==> src/rtl/qos_arb_pkg.sv <==
package qos_arb_pkg;

  // Source of the current grant decision.
  typedef enum logic [1:0] {
    SRC_NONE,
    SRC_AGED,
    SRC_HIGH,
    SRC_NORM
  } grant_src_e;

  // Strobes driven by the control into the slot pool.
  typedef struct packed {
    logic load;   // store incoming command into loadIdx
    logic grant;  // granted command at grantIdx was taken
  } strobe_t;

endpackage

==> src/rtl/qos_arb_pool.sv <==
module qos_arb_pool
  import qos_arb_pkg::*;
#(
  parameter int SLOTS  = 8,
  parameter int ADDR_W = 32,
  parameter int AGE_W  = 6,
  localparam int IDX_W = $clog2(SLOTS)
) (
  input  logic                         clk,
  input  logic                         rstN,
  input  strobe_t                      strb,
  input  logic [IDX_W-1:0]             loadIdx,
  input  logic [IDX_W-1:0]             grantIdx,
  input  logic [ADDR_W-1:0]            inAddr,
  input  logic                         inWrite,
  input  logic                         inQos,
  output logic [SLOTS-1:0]             validVec,
  output logic [SLOTS-1:0]             qosVec,
  output logic [SLOTS-1:0][AGE_W-1:0]  ageVec,
  output logic [ADDR_W-1:0]            outAddr,
  output logic                         outWrite,
  output logic                         outQos
);

  localparam logic [AGE_W-1:0] AGE_MAX = {AGE_W{1'b1}};

  logic [SLOTS-1:0][ADDR_W-1:0] addrMem;
  logic [SLOTS-1:0]             writeMem;

  for (genvar i = 0; i < SLOTS; i++) begin : g_slot
    logic loadHere;
    logic grantHere;

    assign loadHere  = strb.load  && (loadIdx  == IDX_W'(i));
    assign grantHere = strb.grant && (grantIdx == IDX_W'(i));

    always_ff @(posedge clk or negedge rstN) begin
      if (!rstN) begin
        validVec[i] <= 1'b0;
        qosVec[i]   <= 1'b0;
        ageVec[i]   <= '0;
      end else if (loadHere) begin
        validVec[i] <= 1'b1;
        qosVec[i]   <= inQos;
        ageVec[i]   <= '0;
      end else if (grantHere) begin
        validVec[i] <= 1'b0;
        ageVec[i]   <= '0;
      end else if (validVec[i] && (ageVec[i] != AGE_MAX)) begin
        ageVec[i]   <= ageVec[i] + 1'b1;
      end
    end

    always_ff @(posedge clk) begin
      if (loadHere) begin
        addrMem[i]  <= inAddr;
        writeMem[i] <= inWrite;
      end
    end
  end

  assign outAddr  = addrMem[grantIdx];
  assign outWrite = writeMem[grantIdx];
  assign outQos   = qosVec[grantIdx];

endmodule

==> src/rtl/qos_arb_ctrl.sv <==
module qos_arb_ctrl
  import qos_arb_pkg::*;
#(
  parameter int SLOTS  = 8,
  parameter int AGE_W  = 6,
  localparam int IDX_W = $clog2(SLOTS)
) (
  input  logic                         clk,
  input  logic                         rstN,
  input  logic [AGE_W-1:0]             ageLimit,
  input  logic                         inValid,
  output logic                         inReady,
  output logic                         outValid,
  input  logic                         outReady,
  input  logic [SLOTS-1:0]             validVec,
  input  logic [SLOTS-1:0]             qosVec,
  input  logic [SLOTS-1:0][AGE_W-1:0]  ageVec,
  output strobe_t                      strb,
  output logic [IDX_W-1:0]             loadIdx,
  output logic [IDX_W-1:0]             grantIdx,
  output logic [IDX_W-1:0]             hiPtr,
  output logic [IDX_W-1:0]             loPtr
);

  logic [SLOTS-1:0] agedVec;
  logic [SLOTS-1:0] hiMask;
  logic [SLOTS-1:0] loMask;

  for (genvar i = 0; i < SLOTS; i++) begin : g_class
    assign hiMask[i]  = validVec[i] &&  qosVec[i];
    assign loMask[i]  = validVec[i] && !qosVec[i];
    assign agedVec[i] = loMask[i] && (ageVec[i] >= ageLimit);
  end

  // First set bit of mask at or after ptr, wrapping.
  function automatic logic [IDX_W:0] rrPick(input logic [SLOTS-1:0] mask,
                                            input logic [IDX_W-1:0] ptr);
    logic             hit;
    logic [IDX_W-1:0] idx;
    hit = 1'b0;
    idx = '0;
    for (int k = 0; k < SLOTS; k++) begin
      int j;
      j = (int'(ptr) + k) % SLOTS;
      if (!hit && mask[j]) begin
        hit = 1'b1;
        idx = IDX_W'(j);
      end
    end
    return {hit, idx};
  endfunction

  function automatic logic [IDX_W-1:0] nextSlot(input logic [IDX_W-1:0] s);
    return (s == IDX_W'(SLOTS - 1)) ? '0 : s + 1'b1;
  endfunction

  logic             hiHit, loHit, agedHit;
  logic [IDX_W-1:0] hiIdx, loIdx, agedIdx;
  logic [AGE_W-1:0] bestAge;
  grant_src_e       src;

  assign {hiHit, hiIdx} = rrPick(hiMask, hiPtr);
  assign {loHit, loIdx} = rrPick(loMask, loPtr);

  // Oldest aged normal command; strict compare keeps lowest slot on a tie.
  always_comb begin
    agedHit = 1'b0;
    agedIdx = '0;
    bestAge = '0;
    for (int i = 0; i < SLOTS; i++) begin
      if (agedVec[i] && (!agedHit || ageVec[i] > bestAge)) begin
        agedHit = 1'b1;
        agedIdx = IDX_W'(i);
        bestAge = ageVec[i];
      end
    end
  end

  always_comb begin
    src      = SRC_NONE;
    grantIdx = '0;
    if (agedHit) begin
      src      = SRC_AGED;
      grantIdx = agedIdx;
    end else if (hiHit) begin
      src      = SRC_HIGH;
      grantIdx = hiIdx;
    end else if (loHit) begin
      src      = SRC_NORM;
      grantIdx = loIdx;
    end
  end

  // Lowest free slot for the next load.
  always_comb begin
    loadIdx = '0;
    for (int i = SLOTS - 1; i >= 0; i--) begin
      if (!validVec[i]) loadIdx = IDX_W'(i);
    end
  end

  assign inReady    = !(&validVec);
  assign outValid   = (src != SRC_NONE);
  assign strb.load  = inValid && inReady;
  assign strb.grant = outValid && outReady;

  always_ff @(posedge clk or negedge rstN) begin
    if (!rstN) begin
      hiPtr <= '0;
      loPtr <= '0;
    end else if (strb.grant) begin
      if (src == SRC_HIGH) hiPtr <= nextSlot(grantIdx);
      else                 loPtr <= nextSlot(grantIdx);
    end
  end

endmodule

==> src/rtl/qos_cmd_arbiter.sv <==
module qos_cmd_arbiter
  import qos_arb_pkg::*;
#(
  parameter int SLOTS  = 8,
  parameter int ADDR_W = 32,
  parameter int AGE_W  = 6
) (
  input  logic              clk,
  input  logic              rstN,
  input  logic [AGE_W-1:0]  ageLimit,
  input  logic              inValid,
  output logic              inReady,
  input  logic [ADDR_W-1:0] inAddr,
  input  logic              inWrite,
  input  logic              inQos,
  output logic              outValid,
  input  logic              outReady,
  output logic [ADDR_W-1:0] outAddr,
  output logic              outWrite,
  output logic              outQos
);

  localparam int IDX_W = $clog2(SLOTS);

  strobe_t                     strb;
  logic [IDX_W-1:0]            loadIdx;
  logic [IDX_W-1:0]            grantIdx;
  logic [IDX_W-1:0]            hiPtr;
  logic [IDX_W-1:0]            loPtr;
  logic [SLOTS-1:0]            validVec;
  logic [SLOTS-1:0]            qosVec;
  logic [SLOTS-1:0][AGE_W-1:0] ageVec;

  qos_arb_ctrl #(.SLOTS(SLOTS), .AGE_W(AGE_W)) u_ctrl (
    .clk      (clk),
    .rstN     (rstN),
    .ageLimit (ageLimit),
    .inValid  (inValid),
    .inReady  (inReady),
    .outValid (outValid),
    .outReady (outReady),
    .validVec (validVec),
    .qosVec   (qosVec),
    .ageVec   (ageVec),
    .strb     (strb),
    .loadIdx  (loadIdx),
    .grantIdx (grantIdx),
    .hiPtr    (hiPtr),
    .loPtr    (loPtr)
  );

  qos_arb_pool #(.SLOTS(SLOTS), .ADDR_W(ADDR_W), .AGE_W(AGE_W)) u_pool (
    .clk      (clk),
    .rstN     (rstN),
    .strb     (strb),
    .loadIdx  (loadIdx),
    .grantIdx (grantIdx),
    .inAddr   (inAddr),
    .inWrite  (inWrite),
    .inQos    (inQos),
    .validVec (validVec),
    .qosVec   (qosVec),
    .ageVec   (ageVec),
    .outAddr  (outAddr),
    .outWrite (outWrite),
    .outQos   (outQos)
  );

endmodule

==> config.mk <==
export PLATFORM = sky130hd
export DESIGN_NAME = qos_cmd_arbiter
export DESIGN_NICKNAME = d
export VERILOG_FILES = /design/src/rtl/qos_arb_pkg.sv /design/src/rtl/qos_arb_pool.sv /design/src/rtl/qos_arb_ctrl.sv /design/src/rtl/qos_cmd_arbiter.sv
export SDC_FILE = /design/constraint.sdc
export NUM_CORES = 1
export LEC_CHECK = 0
export BUFFER_PORTS_ARGS = -buffer_cell sky130_fd_sc_hd__buf_2
export CAP_MARGIN = 20
export CORE_ASPECT_RATIO = 1.2
export CORE_MARGIN = 4
export CORE_UTILIZATION = 55
export CTS_BUF_LIST = sky130_fd_sc_hd__clkbuf_4
export DETAILED_ROUTE_END_ITERATION = 10
export PLACE_DENSITY = 0.82
export SLEW_MARGIN = 5
export SYNTH_ARGS = -nofsm -noshare
export SYNTH_HDL_FRONTEND = slang
export SYNTH_SLANG_ARGS = --single-unit
export TNS_END_PERCENT = 20
==> constraint.sdc <==
create_clock -name clk -period 17.65 [get_ports clk]
set_clock_uncertainty 0.05 [all_clocks]
set_input_delay 0.8825 -clock clk [delete_from_list [all_inputs] [get_ports clk]]
set_output_delay 0.8825 -clock clk [all_outputs]
set_load 0.01 [all_outputs]
==> out/summary.txt, run 1 <==
status: finished clean
Worst-path clk slew: 0.06 ns
Core ar.: 33300 µm²
GP Congestion: 0.927
Synth Area in Compound Gates: 0.131
Synth warnings: 0
initial antenna violation count: 8
CTS buffer count: 84
Post-Synth Simple-Gate Area: 0.158
hold_buf cts: 0
post-synth cell types: 84
setup TNS: 0 ns
die width: 176 µm
Synth Instances: 1711
critical path type: input port to output pin
Synth Cell Area: 18700 µm²
share of cells above drive strength 1: 0.172
Final Critical Period: 16.46 ns
CP arrival: 15.53 ns
Hold Slack: 0.298 ns
first-pass GRT wire length: 76100 µm
Starting Density: 0.561
full die area: 37100 µm²
Nets: 1974
CTS-repair resized insts: 0
IO buf count: 79
Avg WL per Cell: 20.8 µm
CTS sink cnt: 334
# H-tree levels: 3
drt total wl: 48300 µm
Max Cap Viol: 0
Max Root-Sink Buffers: 3
Syn Nets: 1863
largest net degree at the start of global routing: 94
area leader, netlist: edfxtp_1
Fin. Hold Viols: 0
fmax: 60.7 MHz
CP max FO: 26
register area share after synthesis: 0.517
post-synthesis mux area share: 0.0641
Max-slew headroom: 0.326
area grow syn2layout: 9.67%
Worst Tran Pin Value: 1.01 ns
postcts setup bufs: 0
Die Y: 210 µm
share of flip-flops with an asynchronous set or reset: 0.210
Worst-Skew Late Latency: 0.72 ns
worst endpoint required time: 16.72 ns
DRC errors left: 0
I/O pin cnt: 80
gr ovfl total: 0
slowest stage delay, CP: 0.54 ns
vias in the first global route: 14352
Post-synth EDFFs: 264
fin crit share: 0.933
CP Launch Type: input port
TritonCTS clock tree: built
vias: 14476
largest cells by area after synthesis: edfxtp_1 (42%), dfrtp_1 (9.4%), ha_1 (7.2%)
adder-cell share of the synthesized area: 0.0722
Total GRT Usage: 0.257
endpoints failing setup: 0
drt first pass iters: 8
main flop type after synthesis: edfxtp_1
CP endpoint kind: output pin
largest family of logic cells by synthesized area: simple AND/OR/NAND/NOR gates
#FFs+latches synth: 334
row cnt: 73
1st-iter DRT viols: 1526
RSZ-0062 raised after global routing: false
Yosys top cell area share: 0.424
remaining antenna violation count after routing: 0
fin. max-slew vios: 0
DP Wirelength: 30900 µm
XOR/XNOR Fraction of Synth Area: 0.0228
clk root buf: clkbuf_4
DR vias/cell: 6.22
syn avg cell area: 10.9 µm²
slowest stage cell, crit path: nand2b_4
HP Class: input port to asynchronous set/reset pin
==> final cells by class <==
type                       count  area, µm²
antenna                        6       15.0
tap                          450        563
fill                        2584      12800
timing repair buffer         107        609
sequential                   334       9680
clock buffer                 115        863
clock inverter                22        104
inverter                      54        203
multi-input combinational   1241       8490
==> logic make-up after synthesis <==
family,after synthesis
AO/OA/AOI/OAI,347
multiplexers,91
XOR/XNOR,47
flip-flops,334
adder cells (fa/ha/maj),108
AND/OR/NAND/NOR,648
buffers and inverters,136
==> worst paths after layout <==
check	endpoint	startpoint	cells after the start	slack, ns
max	outAddr[11]	ageLimit[4]	68	1.19
min	u_pool.ageVec[24]	rstN	2	0.30
max reg2reg	u_pool.ageVec[28]	u_pool.ageVec[4]	67	2.92
min reg2reg	u_pool.ageVec[47]	u_pool.ageVec[47]	2	0.58
max in group asynchronous	u_pool.validVec[0]	rstN	2	16.52
min in group clk	u_pool.addrMem[34]	inAddr[2]	1	0.37
==> flip-flops by register name (all words and copies together), names as in the netlist <==
name	flops
u_pool.addrMem	256
u_pool.ageVec	48
u_pool.qosVec	8
u_pool.validVec	8
u_pool.writeMem	8
u_ctrl.hiPtr	3
u_ctrl.loPtr	3
==> per-stage QoR <==
step           cells  utilization  worst slack, ns  cell area, µm²
6_report        2329        0.616             1.19           20500
3_3_place_gp    2186        0.585            0.868           19500
2_1_floorplan   1711            -             3.20           18700
5_1_grt         2328        0.616            0.135           20500
3_5_place_dp    2186        0.585            0.239           19500
4_1_cts         2323        0.614           0.0950           20500
==> synthesized netlist by cell type, types with 5 or more instances <==
master / n
mux2i_1: 33
nor3_1: 5
a22oi_1: 5
nand2b_1: 26
buf_6: 13
and2_1: 15
clkbuf_1: 42
nand2_1: 219
mux2_2: 38
nand3b_1: 7
mux4_2: 19
o21ai_1: 7
a211oi_1: 140
o21ai_0: 36
inv_1: 50
o22ai_1: 14
xor2_1: 26
a21oi_1: 43
nand4_1: 25
xnor2_1: 19
edfxtp_1: 264
o21a_1: 19
nand3_1: 32
dfrtp_1: 70
nor4_1: 36
a21o_1: 20
nor2_1: 230
ha_1: 108
nor2b_1: 17
o211ai_1: 13
buf_2: 23
==> metal layers <==
| layer | global-route usage | wire length [µm] |
|---|---|---|
| met3 | 0.0567 | 4100 |
| met5 | 0 | 40 |
| met4 | 0.113 | 1680 |
| met1 | 0.323 | 18500 |
| met2 | 0.429 | 24000 |
==> worst max-delay path: cells and delay by family <==
family | cells | cell delay [ns]
multiplexers | 5 | 1.89
buffers and inverters | 9 | 1.31
AND/OR/NAND/NOR | 13 | 2.63
adder cells (fa/ha/maj) | 8 | 1.96
AO/OA/AOI/OAI | 33 | 6.83
==> layout by cell type, fill, tap and decap left out, drive strengths merged, types with 5 or more instances in the layout <==
cell      n
a211oi  141
a21o     20
a21oi    44
a22oi     5
a31oi     5
and2     15
buf     107
clkbuf  115
clkinv   21
dfrtp    70
diode     6
edfxtp  264
ha      108
inv      53
mux2     38
mux2i    34
mux4     19
nand2   219
nand2b   26
nand3    33
nand3b    7
nand4    26
nor2    230
nor2b    17
nor3      5
nor4     36
o211ai   13
o21a     19
o21ai    43
o22ai    14
or2       6
xnor2    20
xor2     27
Power of run 1 is left out: the tool's default activity adds up to more than one toggle a clock period on the data nets, which glitch-free logic cannot reach.
==> inputs of run 2 (changes only) <==
--- a/config.mk
+++ b/config.mk
@@ -11,8 +11,9 @@
 export CORE_MARGIN = 4
 export CORE_UTILIZATION = 55
 export CTS_BUF_LIST = sky130_fd_sc_hd__clkbuf_4
+export CTS_CLUSTER_SIZE = 20
 export DETAILED_ROUTE_END_ITERATION = 10
-export PLACE_DENSITY = 0.82
+export PLACE_DENSITY = 0.72
 export SLEW_MARGIN = 5
 export SYNTH_ARGS = -nofsm -noshare
 export SYNTH_HDL_FRONTEND = slang
==> out/summary.txt, run 2 (synthesis results as in run 1) <==
worst endpoint required time: 16.72 ns (about the same)
Hold Slack: 0.317 ns (was 0.298 ns)
Die Y: 210 µm (unchanged)
largest net degree at the start of global routing: 137 (was 94)
CTS buffer count: 86 (was 84)
I/O pin cnt: 80 (unchanged)
TritonCTS clock tree: built (unchanged)
initial antenna violation count: 5 (was 8)
CTS sink cnt: 334 (unchanged)
Max-slew headroom: 0.298 (was 0.326)
area of the multi-input gates: 8490 µm² (about the same)
gr ovfl total: 0 (unchanged)
Util after Layout: 0.618 (was 0.616)
CP bufs+invs: 8 (was 9)
Fin. Hold Viols: 0 (unchanged)
HP Class: input port to asynchronous set/reset pin (unchanged)
Core ar.: 33300 µm² (unchanged)
row cnt: 73 (unchanged)
Top delay family on crit path: compound AO/OA/AOI/OAI gates (unchanged)
commonest non-fill, non-tap cell in the layout: edfxtp_1 (unchanged)
Top reg by flops: u_pool.addrMem (unchanged)
DR vias/cell: 5.99 (was 6.22)
CP most frequent cell: a21oi_1
endpoints failing setup: 0 (unchanged)
Storage cell area: 9680 µm² (about the same)
DP Wirelength: 29400 µm (was 30900 µm)
RSZ-0062 raised after global routing: false (unchanged)
# H-tree levels: 3 (unchanged)
CP endpoint kind: output pin (unchanged)
GP Congestion: 0.922 (was 0.927)
fin. max-slew vios: 0 (unchanged)
Starting Density: 0.561 (unchanged)
fmax: 61.5 MHz (was 60.7 MHz)
DRC errors left: 0 (unchanged)
Worst-Skew Late Latency: 0.72 ns (about the same)
Worst-path clk slew: 0.07 ns (was 0.06 ns)
first-pass GRT wire length: 73900 µm (was 76100 µm)
slowest stage cell, crit path: dfrtp_1 (was nand2b_4)
fin crit share: 0.921 (was 0.933)
share of cells above drive strength 1: 0.169 (was 0.172)
vias in the first global route: 13934 (was 14352)
slowest stage delay, CP: 0.75 ns (was 0.54 ns)
Largest register FFs: 256 (unchanged)
Max Cap Viol: 0 (unchanged)
Max Root-Sink Buffers: 3 (unchanged)
vias: 13997 (was 14476)
Avg WL per Cell: 20.0 µm (was 20.8 µm)
area grow syn2layout: 10.2% (was 9.67%)
Nets: 1969 (was 1974)
postcts setup bufs: 0 (unchanged)
Final Critical Period: 16.25 ns (was 16.46 ns)
clk root buf: clkbuf_4 (unchanged)
Fillers: 2698 (was 2584)
die width: 176 µm (unchanged)
commonest cells after routing, fill and taps aside: edfxtp_1 (264), nor2_1 (227), nand2_1 (217) (unchanged)
1st-iter DRT viols: 1124 (was 1526)
critical path type: flip-flop to output pin (was input port to output pin)
Total GRT Usage: 0.249 (was 0.257)
IO buf count: 79 (unchanged)
drt total wl: 46800 µm (was 48300 µm)
full die area: 37100 µm² (unchanged)
biggest regs: u_pool.addrMem (256), u_pool.ageVec (48) (unchanged)
CP max FO: 23 (was 26)
status: finished clean (unchanged)
CP Launch Type: flip-flop (was input port)
Worst Tran Pin Value: 1.05 ns (was 1.01 ns)
drt first pass iters: 6 (was 8)
remaining antenna violation count after routing: 0 (unchanged)
setup TNS: 0 ns (unchanged)
CP arrival: 15.32 ns (was 15.53 ns)
==> run 2: per-layer routing <==
metal | track usage | wire (µm) | up-vias
li1 | - | - | 6634
met1 | 0.320 | 19300 | 6772
met2 | 0.419 | 22800 | 494
met3 | 0.0504 | 3310 | 93
met4 | 0.0990 | 1350 | 4
met5 | 0 | 27 | -
==> run 2: worst reg2reg max path, delay by kind of cell (launching register included) <==
family          cells  cell delay [ns]
mux                 5             1.93
simple gates       14             2.72
compound gates     33             6.77
flops               1             0.75
fa+ha+maj           9             2.05
buf+inv             5             0.41
==> run 2: metrics by stage <==
| stage | instance area, µm² | setup WS [ns] | cells |
|---|---|---|---|
| global placement | 19500 | 1.24 | 2179 |
| finish | 20600 | 1.40 | 2335 |
| floorplan | 18700 | 3.20 | 1711 |
| global route | 20600 | 0.0399 | 2334 |
| CTS | 20600 | 0.680 | 2333 |
| detailed placement | 19500 | 0.829 | 2179 |
==> run 2: what timing repair did <==
action	CTS	global route
gates resized for setup	0	8
setup endpoints to repair	0	34
hold buffers	0	0
==> run 2: area by class of cell <==
cell class                      instances  area share
Sequential cell                       334       0.469
Multi-Input combinational cell       1242       0.412
Clock buffer                          116      0.0422
Timing Repair Buffer                   99      0.0279
Tap cell                              450      0.0273
Clock inverter                         38      0.0110
Inverter                               54     0.00983
Antenna cell                            2    0.000243
==> run 2: final timing paths <==
kind	cells after the start	end	startpoint	slack, ns
min reg2reg	2	u_pool.ageVec[42]	u_pool.ageVec[42]	0.57
max	67	outAddr[14]	u_pool.validVec[0]	1.40
max in group asynchronous	2	u_pool.ageVec[39]	rstN	16.59
max reg2reg	66	u_pool.ageVec[47]	u_pool.validVec[0]	2.82
min	2	u_pool.ageVec[28]	rstN	0.32
min in group clk	1	u_pool.addrMem[208]	inAddr[16]	0.38
Power of run 2 is left out for the same reason.
==> inputs of run 3 (changes only) <==
--- a/config.mk
+++ b/config.mk
@@ -7,7 +7,6 @@
 export LEC_CHECK = 0
 export BUFFER_PORTS_ARGS = -buffer_cell sky130_fd_sc_hd__buf_2
 export CAP_MARGIN = 20
-export CORE_ASPECT_RATIO = 1.2
 export CORE_MARGIN = 4
 export CORE_UTILIZATION = 55
 export CTS_BUF_LIST = sky130_fd_sc_hd__clkbuf_4
==> out/summary.txt, run 3 (synthesis results as in run 1) <==
fin. max-slew vios: 0 (unchanged)
CP endpoint kind: output pin (unchanged)
Die Y: 192 µm (was 210 µm)
CP bufs+invs: 10 (was 8)
vias in the first global route: 13765 (was 13934)
worst endpoint required time: 16.72 ns (about the same)
Top reg by flops: u_pool.addrMem (unchanged)
CP Launch Type: input port (was flip-flop)
endpoints failing setup: 0 (unchanged)
CTS buffer count: 84 (was 86)
Worst-path clk slew: 0.06 ns (was 0.07 ns)
DR vias/cell: 6.05 (was 5.99)
clk root buf: clkbuf_4 (unchanged)
Largest register FFs: 256 (unchanged)
commonest non-fill, non-tap cell in the layout: edfxtp_1 (unchanged)
TritonCTS clock tree: built (unchanged)
IO buf count: 79 (unchanged)
# H-tree levels: 3 (unchanged)
critical path type: input port to output pin (was flip-flop to output pin)
initial antenna violation count: 7 (was 5)
Top delay family on crit path: compound AO/OA/AOI/OAI gates (unchanged)
Total GRT Usage: 0.254 (was 0.249)
area grow syn2layout: 9.96% (was 10.2%)
Avg WL per Cell: 20.2 µm (was 20.0 µm)
remaining antenna violation count after routing: 0 (unchanged)
biggest regs: u_pool.addrMem (256), u_pool.ageVec (48) (unchanged)
first-pass GRT wire length: 73900 µm (about the same)
DRC errors left: 0 (unchanged)
Fillers: 2719 (was 2698)
setup TNS: 0 ns (unchanged)
fmax: 61.2 MHz (was 61.5 MHz)
hold_buf cts: 0 (unchanged)
drt first pass iters: 5 (was 6)
HP Class: input port to asynchronous set/reset pin (unchanged)
Worst-Skew Late Latency: 0.71 ns (was 0.72 ns)
Finished Layout Cells: 2337 (was 2335)
CP max FO: 18 (was 23)
row cnt: 67 (was 73)
Core ar.: 33500 µm² (was 33300 µm²)
die width: 192 µm (was 176 µm)
Max-slew headroom: 0.306 (was 0.298)
CTS sink cnt: 334 (unchanged)
CP startpoint: ageLimit[5] (was u_pool.validVec[0])
1st-iter DRT viols: 1228 (was 1124)
Starting Density: 0.558 (was 0.561)
DP Wirelength: 30300 µm (was 29400 µm)
dpl cells: 2181 (was 2179)
Worst Tran Pin Value: 1.04 ns (was 1.05 ns)
drt total wl: 47300 µm (was 46800 µm)
slowest stage cell, crit path: nand2b_2 (was dfrtp_1)
I/O pin cnt: 80 (unchanged)
fin crit share: 0.926 (was 0.921)
GP Congestion: 0.932 (was 0.922)
reg2reg start: u_pool.ageVec[5] (was u_pool.validVec[0])
Max Cap Viol: 0 (unchanged)
slowest stage delay, CP: 0.48 ns (was 0.75 ns)
Max Root-Sink Buffers: 3 (unchanged)
status: finished clean (unchanged)
Final Critical Period: 16.34 ns (was 16.25 ns)
gr ovfl total: 0 (unchanged)
largest net degree at the start of global routing: 93 (was 137)
share of cells above drive strength 1: 0.173 (was 0.169)
commonest cells after routing, fill and taps aside: edfxtp_1 (264), nor2_1 (226), nand2_1 (217) (was edfxtp_1 (264), nor2_1 (227), nand2_1 (217))
full die area: 37000 µm² (was 37100 µm²)
Fin. Hold Viols: 0 (unchanged)
RSZ-0062 raised after global routing: false (unchanged)
CP arrival: 15.41 ns (was 15.32 ns)
Nets: 1971 (was 1969)
vias: 14139 (was 13997)
==> run 3: cell count changes in the layout (fill, tap and decap cells not counted), moves of 2 or more <==
cell,previous run,this run
buf_4,17,24
nand2b_4,2,0
nand2_4,2,0
diode_2,2,5
nand2_2,0,2
nand2b_2,0,2
clkbuf_4,116,120
clkinv_1,27,23
buf_12,2,0
==> run 3: layout make-up <==
| cell class | instances | area [µm²] | area share |
|---|---|---|---|
| repair buffers | 104 | 587 | 0.0285 |
| inverters | 54 | 203 | 0.00985 |
| well taps | 448 | 561 | 0.0272 |
| flip-flops and latches | 334 | 9680 | 0.470 |
| diodes | 5 | 12.5 | 0.000608 |
| clock buffers | 120 | 901 | 0.0438 |
| clock inverters | 31 | 163 | 0.00790 |
| multi-input cells | 1241 | 8470 | 0.412 |
==> run 3: final timing paths <==
kind / depth (start not counted) / slack [ns] / endpoint
worst max register to register: 68 / 3.35 / u_pool.ageVec[16]
worst min-delay path: 2 / 0.32 / u_pool.ageVec[21]
max in group asynchronous: 2 / 16.54 / u_pool.ageVec[7]
min in group clk: 1 / 0.38 / u_pool.addrMem[8]
worst min register to register: 2 / 0.56 / u_pool.ageVec[0]
worst max-delay path: 70 / 1.31 / outAddr[15]
==> run 3: stage by stage <==
stage                     area (µm²)  setup slack, ns  hold slack (ns)   util
after floorplan                18700             3.20            0.492      -
after global placement         19500             1.09            0.525  0.581
after detailed placement       19500            0.585            0.548  0.581
after CTS                      20500            0.518            0.305  0.613
after global routing           20600           0.0575            0.313  0.614
final                          20600             1.31            0.324  0.614
==> run 3: worst register-to-register path: cells and delay by family (launching register included) <==
kind / cells / cell delay, ns
AOI/OAI and AO/OA: 33 / 6.52
muxes: 4 / 1.43
adders and majority gates: 9 / 2.30
buffers and inverters: 6 / 0.63
DFF: 1 / 0.43
and+or+nand+nor: 16 / 2.77
==> run 3: what timing repair did <==
item,in CTS,in global routing
resized for setup,0,6
setup buffers,0,0
setup endpoints to repair,0,34
==> run 3: per-layer routing <==
layer	track usage	vias to the layer above	part of all wire
met5	0	-	0.00070
met4	0.103	6	0.034
met3	0.0584	127	0.077
met2	0.402	548	0.46
met1	0.342	6803	0.43
li1	-	6655	-
Power of run 3 is left out for the same reason.
